### src/rtl/sdram_burst_pkg.sv
package sdram_burst_pkg;
  parameter int unsigned COL_BITS  = 8;
  parameter int unsigned BANK_BITS = 2;
  parameter int unsigned LEN_BITS  = 3;
  parameter int unsigned MAX_LAT   = 3;
  parameter int unsigned LAT_BITS  = 2;

  localparam logic [LEN_BITS-1:0] LEN_PAGE = 3'd7;
  localparam int unsigned MAX_FIX_LOG = 3;
endpackage

### src/rtl/sdram_wrap_mask.sv
module sdram_wrap_mask
  import sdram_burst_pkg::*;
#(
  parameter int unsigned COL_W = COL_BITS
) (
  input  logic [LEN_BITS-1:0] blen_i,
  output logic [COL_W-1:0]    mask_o,
  output logic                full_o
);
  logic [LEN_BITS-1:0] len_log;

  always_comb begin
    full_o  = (blen_i == LEN_PAGE);
    len_log = (blen_i <= LEN_BITS'(MAX_FIX_LOG)) ? blen_i : '0;
    if (full_o) mask_o = '1;
    else        mask_o = COL_W'((32'd1 << len_log) - 32'd1);
  end
endmodule

### src/rtl/sdram_col_seq.sv
module sdram_col_seq
  import sdram_burst_pkg::*;
#(
  parameter int unsigned COL_W  = COL_BITS,
  parameter int unsigned BANK_W = BANK_BITS
) (
  input  logic                clk_i,
  input  logic                rst_ni,
  input  logic                start_i,
  input  logic [COL_W-1:0]    start_col_i,
  input  logic [BANK_W-1:0]   start_bank_i,
  input  logic                read_i,
  input  logic [LEN_BITS-1:0] blen_i,
  input  logic                ilv_i,
  input  logic                terminate_i,
  output logic [COL_W-1:0]    col_o,
  output logic [BANK_W-1:0]   bank_o,
  output logic                valid_o,
  output logic                last_o,
  output logic                rd_issue_o
);
  logic              active_q, full_q, ilv_q, rd_q;
  logic [COL_W-1:0]  base_q, mask_q, cnt_q;
  logic [BANK_W-1:0] bank_q;
  logic [COL_W-1:0]  mask_d, low_sum, low_sel;
  logic              full_d;

  sdram_wrap_mask #(.COL_W(COL_W)) u_mask (
    .blen_i (blen_i),
    .mask_o (mask_d),
    .full_o (full_d)
  );

  always_comb begin
    low_sum    = base_q + cnt_q;
    low_sel    = ilv_q ? (base_q ^ cnt_q) : low_sum;
    col_o      = (base_q & ~mask_q) | (low_sel & mask_q);
    bank_o     = bank_q;
    valid_o    = active_q;
    last_o     = active_q & ~full_q & (cnt_q == mask_q);
    rd_issue_o = active_q & rd_q;
  end

  always_ff @(posedge clk_i or negedge rst_ni) begin
    if (!rst_ni) begin
      active_q <= 1'b0;
      full_q   <= 1'b0;
      ilv_q    <= 1'b0;
      rd_q     <= 1'b0;
      base_q   <= '0;
      mask_q   <= '0;
      cnt_q    <= '0;
      bank_q   <= '0;
    end else if (start_i) begin
      active_q <= 1'b1;
      full_q   <= full_d;
      ilv_q    <= ilv_i & ~full_d;  // full page is always sequential
      rd_q     <= read_i;
      base_q   <= start_col_i;
      mask_q   <= mask_d;
      cnt_q    <= '0;
      bank_q   <= start_bank_i;
    end else if (active_q) begin
      if (terminate_i || last_o) active_q <= 1'b0;
      else                       cnt_q    <= cnt_q + 1'b1;
    end
  end


  start_load_chk: assert property (@(posedge clk_i) disable iff (!rst_ni)
    start_i |=> valid_o && col_o == $past(start_col_i) && bank_o == $past(start_bank_i));


  last_stop_chk: assert property (@(posedge clk_i) disable iff (!rst_ni)
    last_o && !start_i |=> !valid_o);


  term_stop_chk: assert property (@(posedge clk_i) disable iff (!rst_ni)
    valid_o && terminate_i && !start_i |=> !valid_o);


  page_step_chk: assert property (@(posedge clk_i) disable iff (!rst_ni)
    valid_o && full_q && !start_i && !terminate_i |=>
      valid_o && !last_o && col_o == COL_W'($past(col_o) + 1'b1));


  high_fixed_chk: assert property (@(posedge clk_i) disable iff (!rst_ni)
    valid_o && !start_i && !last_o && !terminate_i |=>
      (col_o & ~mask_q) == ($past(col_o) & ~mask_q));
endmodule

### src/rtl/sdram_rd_delay.sv
module sdram_rd_delay
  import sdram_burst_pkg::*;
#(
  parameter int unsigned MAX_CL = MAX_LAT,
  parameter int unsigned CL_W   = LAT_BITS
) (
  input  logic            clk_i,
  input  logic            rst_ni,
  input  logic            issue_i,
  input  logic [CL_W-1:0] cas_lat_i,
  output logic            rd_valid_o
);
  logic [MAX_CL-1:0] stage_q;
  int unsigned       tap;

  always_ff @(posedge clk_i or negedge rst_ni) begin
    if (!rst_ni) stage_q[0] <= 1'b0;
    else         stage_q[0] <= issue_i;
  end

  for (genvar s = 1; s < MAX_CL; s++) begin : g_stage
    always_ff @(posedge clk_i or negedge rst_ni) begin
      if (!rst_ni) stage_q[s] <= 1'b0;
      else         stage_q[s] <= stage_q[s-1];
    end
  end

  always_comb begin
    if (cas_lat_i == '0)                   tap = 0;
    else if (int'(cas_lat_i) > int'(MAX_CL)) tap = MAX_CL - 1;
    else                                   tap = int'(cas_lat_i) - 1;
    rd_valid_o = stage_q[tap];
  end


  lat_one_chk: assert property (@(posedge clk_i) disable iff (!rst_ni)
    (cas_lat_i == CL_W'(1)) && $past(cas_lat_i == CL_W'(1)) |-> rd_valid_o == $past(issue_i));


  always_comb begin
    if (!rst_ni) reset_quiet_chk: assert (rd_valid_o == 1'b0 || $isunknown(rd_valid_o));
  end
endmodule

### src/rtl/sdram_burst_colgen.sv
module sdram_burst_colgen
  import sdram_burst_pkg::*;
#(
  parameter int unsigned COL_W  = COL_BITS,
  parameter int unsigned BANK_W = BANK_BITS,
  parameter int unsigned MAX_CL = MAX_LAT,
  parameter int unsigned CL_W   = LAT_BITS
) (
  input  logic                clk_i,
  input  logic                rst_ni,
  input  logic                start_i,
  input  logic [COL_W-1:0]    start_col_i,
  input  logic [BANK_W-1:0]   start_bank_i,
  input  logic                read_i,
  input  logic [LEN_BITS-1:0] blen_i,
  input  logic                ilv_i,
  input  logic [CL_W-1:0]     cas_lat_i,
  input  logic                terminate_i,
  output logic [COL_W-1:0]    col_o,
  output logic [BANK_W-1:0]   bank_o,
  output logic                valid_o,
  output logic                last_o,
  output logic                rd_valid_o
);
  logic rd_issue;

  sdram_col_seq #(.COL_W(COL_W), .BANK_W(BANK_W)) u_seq (
    .clk_i        (clk_i),
    .rst_ni       (rst_ni),
    .start_i      (start_i),
    .start_col_i  (start_col_i),
    .start_bank_i (start_bank_i),
    .read_i       (read_i),
    .blen_i       (blen_i),
    .ilv_i        (ilv_i),
    .terminate_i  (terminate_i),
    .col_o        (col_o),
    .bank_o       (bank_o),
    .valid_o      (valid_o),
    .last_o       (last_o),
    .rd_issue_o   (rd_issue)
  );

  sdram_rd_delay #(.MAX_CL(MAX_CL), .CL_W(CL_W)) u_rd (
    .clk_i      (clk_i),
    .rst_ni     (rst_ni),
    .issue_i    (rd_issue),
    .cas_lat_i  (cas_lat_i),
    .rd_valid_o (rd_valid_o)
  );


  last_valid_chk: assert property (@(posedge clk_i) disable iff (!rst_ni)
    last_o |-> valid_o);
endmodule

### config.mk
export PLATFORM = sky130hd
export DESIGN_NAME = sdram_burst_colgen
export DESIGN_NICKNAME = d
export VERILOG_FILES = /design/src/rtl/sdram_burst_pkg.sv /design/src/rtl/sdram_wrap_mask.sv /design/src/rtl/sdram_col_seq.sv /design/src/rtl/sdram_rd_delay.sv /design/src/rtl/sdram_burst_colgen.sv
export SDC_FILE = /design/constraint.sdc
export NUM_CORES = 1
export LEC_CHECK = 0
export ABC_AREA = 1
export CAP_MARGIN = 5
export CORE_UTILIZATION = 40
export DETAILED_ROUTE_END_ITERATION = 16
export PLACE_DENSITY_LB_ADDON = 0.25
export SLEW_MARGIN = 15
export SYNTH_ARGS = -nofsm -noshare
export SYNTH_HDL_FRONTEND = slang
export SYNTH_SLANG_ARGS = --single-unit
### constraint.sdc
create_clock -name clk_i -period 1.5 [get_ports clk_i]
set_input_delay 0.15 -clock clk_i [delete_from_list [all_inputs] [get_ports clk_i]]
set_output_delay 0.15 -clock clk_i [all_outputs]
set_load 0.01 [all_outputs]
==> metrics.txt <==
unrepaired setup endpoints after global routing true; Sw Ratio 28.14%; ANT nets after route 0; LEAKAGE roughly 1.4 nW; maximum buffer depth of the clock tree 2; area of placed instances 2457 µm²; CP Max Fanout 3; H-tree Lvls 1; Final Hold Vio Count 0; Worst Path Arrival 1.89 ns; fraction of registers with async set/reset 100.0%; GR met3 Demand/Resource under 10%; Sw Pwr 571.3 µW; Max Cap Viol 0; Worst-path clk slew 0.10 ns; vias in the first global route roughly 1600; R2R Setup Slk -0.13 ns; Final Power 2.030 mW; crit path cell chain ha_2, inv_2, fa_2, inv_1, nand4_1, nand3_1, nand2_1, nand2_1, nand3_2, o21ai_2, buf_2; worst setup path category reg -> out; core area just over 4000 µm²; number of I/O pins 34; cell taking the most area after synthesis dfrtp_1; Port Buffer Count 33; clock power share 29.6%; nets@finish 346; Max VDD drop 0.5712 mV; first-pass GRT wire length roughly 7.3 mm; largest net degree at the start of global routing 29; register area share after synthesis 39.60%; DR WL/cell 12.81 µm; Final Worst Setup Slack -0.5381 ns; clock skew 0.01053 ns; Setup crit end kind output port; Top Usage Layer GRT met2; outcome finished with violations; gpl congestion ~0.83; Filler cells ~340; Post-DP HPWL 3.291 mm; Comb pwr share 28.4%; Worst path slowest cell dfrtp_1; slew of the pin with the lowest slew margin 0.4415 ns; Yosys top cell area share 39.60%; fin crit share 135.9%; diode count 0; Post-CTS Hold Buffers 0; vias 1777; die width 68.51 µm; predominant post-synthesis flop cell dfrtp_1; Slew Viols, Final 0; CP dominant cell by count nand2_1; Mapped Area around 1800 µm²; Hold WC Path Type in -> async; Synth warnings 0; fmax ~500 MHz; power per cell area 755.8 nW/µm²; DRT Pass-1 Iters 4; Critical Path Source Type register; via density per instance 4.868; # DRC 0; DRT Wirelength 4.674 mm; Reg2Reg Depth 11; max incr delay on CP 0.37 ns; Yosys cell types 31; Inst Count DP 354; Syn Inst Count 240; post-route cell area 2686 µm²; final setup fails 16; r2r endpoint u_seq.cnt_q[4]$_DFFE_PN0P_; Area contributors post-synth dfrtp_1 40%, nand2_1 17%, inv_1 7.0%, ha_1 5.7%, nand3_1 4.8%; WP buf/inv 3; sequential share of power a little over two fifths; Yosys reg bits 28; area grow syn2layout 51.84%; largest delay contributor family on the critical path adder cells; EDFF count, synth 0; share of cells above drive strength 1 between 30% and 40%; DR iter-0 viols 86; Cell Int Power 1.459 mW; antenna violations before repair 0; crit path time final 2.038 ns; Syn Nets 270; final cell count without fillers ~370; grt ovf 0; CTS tree built; std cell rows 23; Starting Density 42.99%; Synth Area per Inst 7.372 µm²; Clock Sinks 28; die height ~69 µm; clk_lat worst skew approximately 0.29 ns; TritonCTS Buffers 3; global routing met1 resource utilization 28.35%; Root Driver clkbuf_8; Global Route met2 Usage between 30 and 40%; worst reg2reg path startpoint u_seq.cnt_q[4]$_DFFE_PN0P_; failing checks negative setup slack; Critical Path RT 1.35 ns; Slew HR a little over 70%; global-route usage over all layers 21.73%; die area 4693 µm²
-- power by group through the flow --
| stage | Combinational (mW) | Sequential [mW] | Clock (mW) |
|---|---|---|---|
| detailed placement | 0.554 | 0.860 | 0 |
| global route | 0.640 | 0.859 | 0.649 |
| floorplan | 0.246 | 0.858 | 0 |
| finish | 0.578 | 0.852 | 0.601 |
| CTS | 0.549 | 0.850 | 0.609 |
| global placement | 0.546 | 0.859 | 0 |
-- through the flow --
stage                     utilization, %  worst slack (ns)  hold slack (ns)  TNS [ns]
final                              65.28           -0.5381           0.2256    -4.136
after global routing               65.28           -0.6620           0.2482    -5.811
after CTS                          62.97           -0.5432           0.2454    -4.380
after detailed placement           59.71           -0.6002           0.3649    -3.972
after global placement             59.71           -0.5779           0.3629    -3.757
after floorplan                        -          -0.03703          -0.1456  -0.07729
-- synth_stat cells, types with 2 or more instances --
cell and number:
nor2_1 12, ha_1 8, inv_2 2, a21oi_1 7
o21a_1 2, nand3_1 17, nand4_1 8, nand2_1 79
xor2_1 5, buf_1 2, dfrtp_1 28, nor3_1 3
o21ai_2 2, o21ai_0 13, xnor2_1 2, buf_2 2
inv_1 33, nand2_4 2
-- state kept, by name, summed over array words and instances (netlist names) --
signal	cells
u_rd.stage_q	3
u_seq.bank_o	2
u_seq.base_q	8
u_seq.cnt_q	8
u_seq.ilv_q	1
u_seq.mask_q	4
u_seq.rd_q	1
u_seq.valid_o	1
-- placed cells by master, fill, tap and decap left out, types with 2 or more instances in the layout --
master / n
nand2_1: 74
buf_4: 36
inv_1: 30
dfrtp_1: 27
clkdlybuf4s50_1: 23
nand3_1: 10
nor2_1: 10
buf_2: 9
nand4_1: 8
nand3_2: 8
o21ai_0: 8
a21oi_1: 6
inv_2: 5
nand2_2: 5
xor2_1: 5
buf_6: 5
o21ai_2: 4
ha_4: 4
o21ai_1: 3
nor3_1: 3
ha_1: 3
clkbuf_8: 3
nor2_2: 2
xnor2_1: 2
a21oi_2: 2
nand2_8: 2
o21a_1: 2
buf_12: 2
-- per-layer routing --
metal  vias to the layer above  part of all wire (%)  wire, µm
met2                        34                    49      2289
met4                         0                   1.7        79
met1                       822                    46      2144
met5                         -                     0         0
met3                         9                   3.4       160
li1                        912                     -         -
-- kinds of logic after synthesis --
family          synth area share, %
compound gates                9.972
simple gates                  30.41
xor+xnor                      3.465
buf+inv                       9.760
flops                         39.60
fa+ha+maj                     6.790
-- timing repair --
| action | 4_1_cts | 5_1_grt |
|---|---|---|
| gates cloned | 0 | 1 |
| setup buffers | 4 | 6 |
| setup endpoints to repair | 18 | 18 |
| pin swaps | 15 | 8 |
| resized for setup | 50 | 20 |
-- cell type report --
type | instances | area [µm²] | area share (%)
Sequential cell | 28 | 701.9 | 26.13
Tap cell | 50 | 62.56 | 2.329
Inverter | 36 | 140.1 | 5.217
Clock inverter | 1 | 30.03 | 1.118
Multi-Input combinational cell | 171 | 1060 | 39.45
Clock buffer | 3 | 41.29 | 1.537
Timing Repair Buffer | 76 | 650.6 | 24.22
-- worst max-delay path by stage --
| stage | startpoint | endpoint | slack (ns) | cells after the start |
|---|---|---|---|---|
| 2_1_floorplan | u_seq.cnt_q[0]$_DFFE_PN0P_ | col_o[6] | -0.04 | 10 |
| 3_3_place_gp | u_seq.base_q[0]$_DFFE_PN0P_ | col_o[6] | -0.58 | 11 |
| 3_5_place_dp | u_seq.base_q[0]$_DFFE_PN0P_ | col_o[6] | -0.60 | 11 |
| 4_1_cts | u_seq.cnt_q[0]$_DFFE_PN0P_ | col_o[6] | -0.54 | 11 |
| 5_1_grt | u_seq.base_q[0]$_DFFE_PN0P_ | col_o[6] | -0.66 | 11 |
| 6_report | u_seq.base_q[0]$_DFFE_PN0P_ | col_o[6] | -0.54 | 11 |
Note: power is estimated with default switching activity, not from simulation.
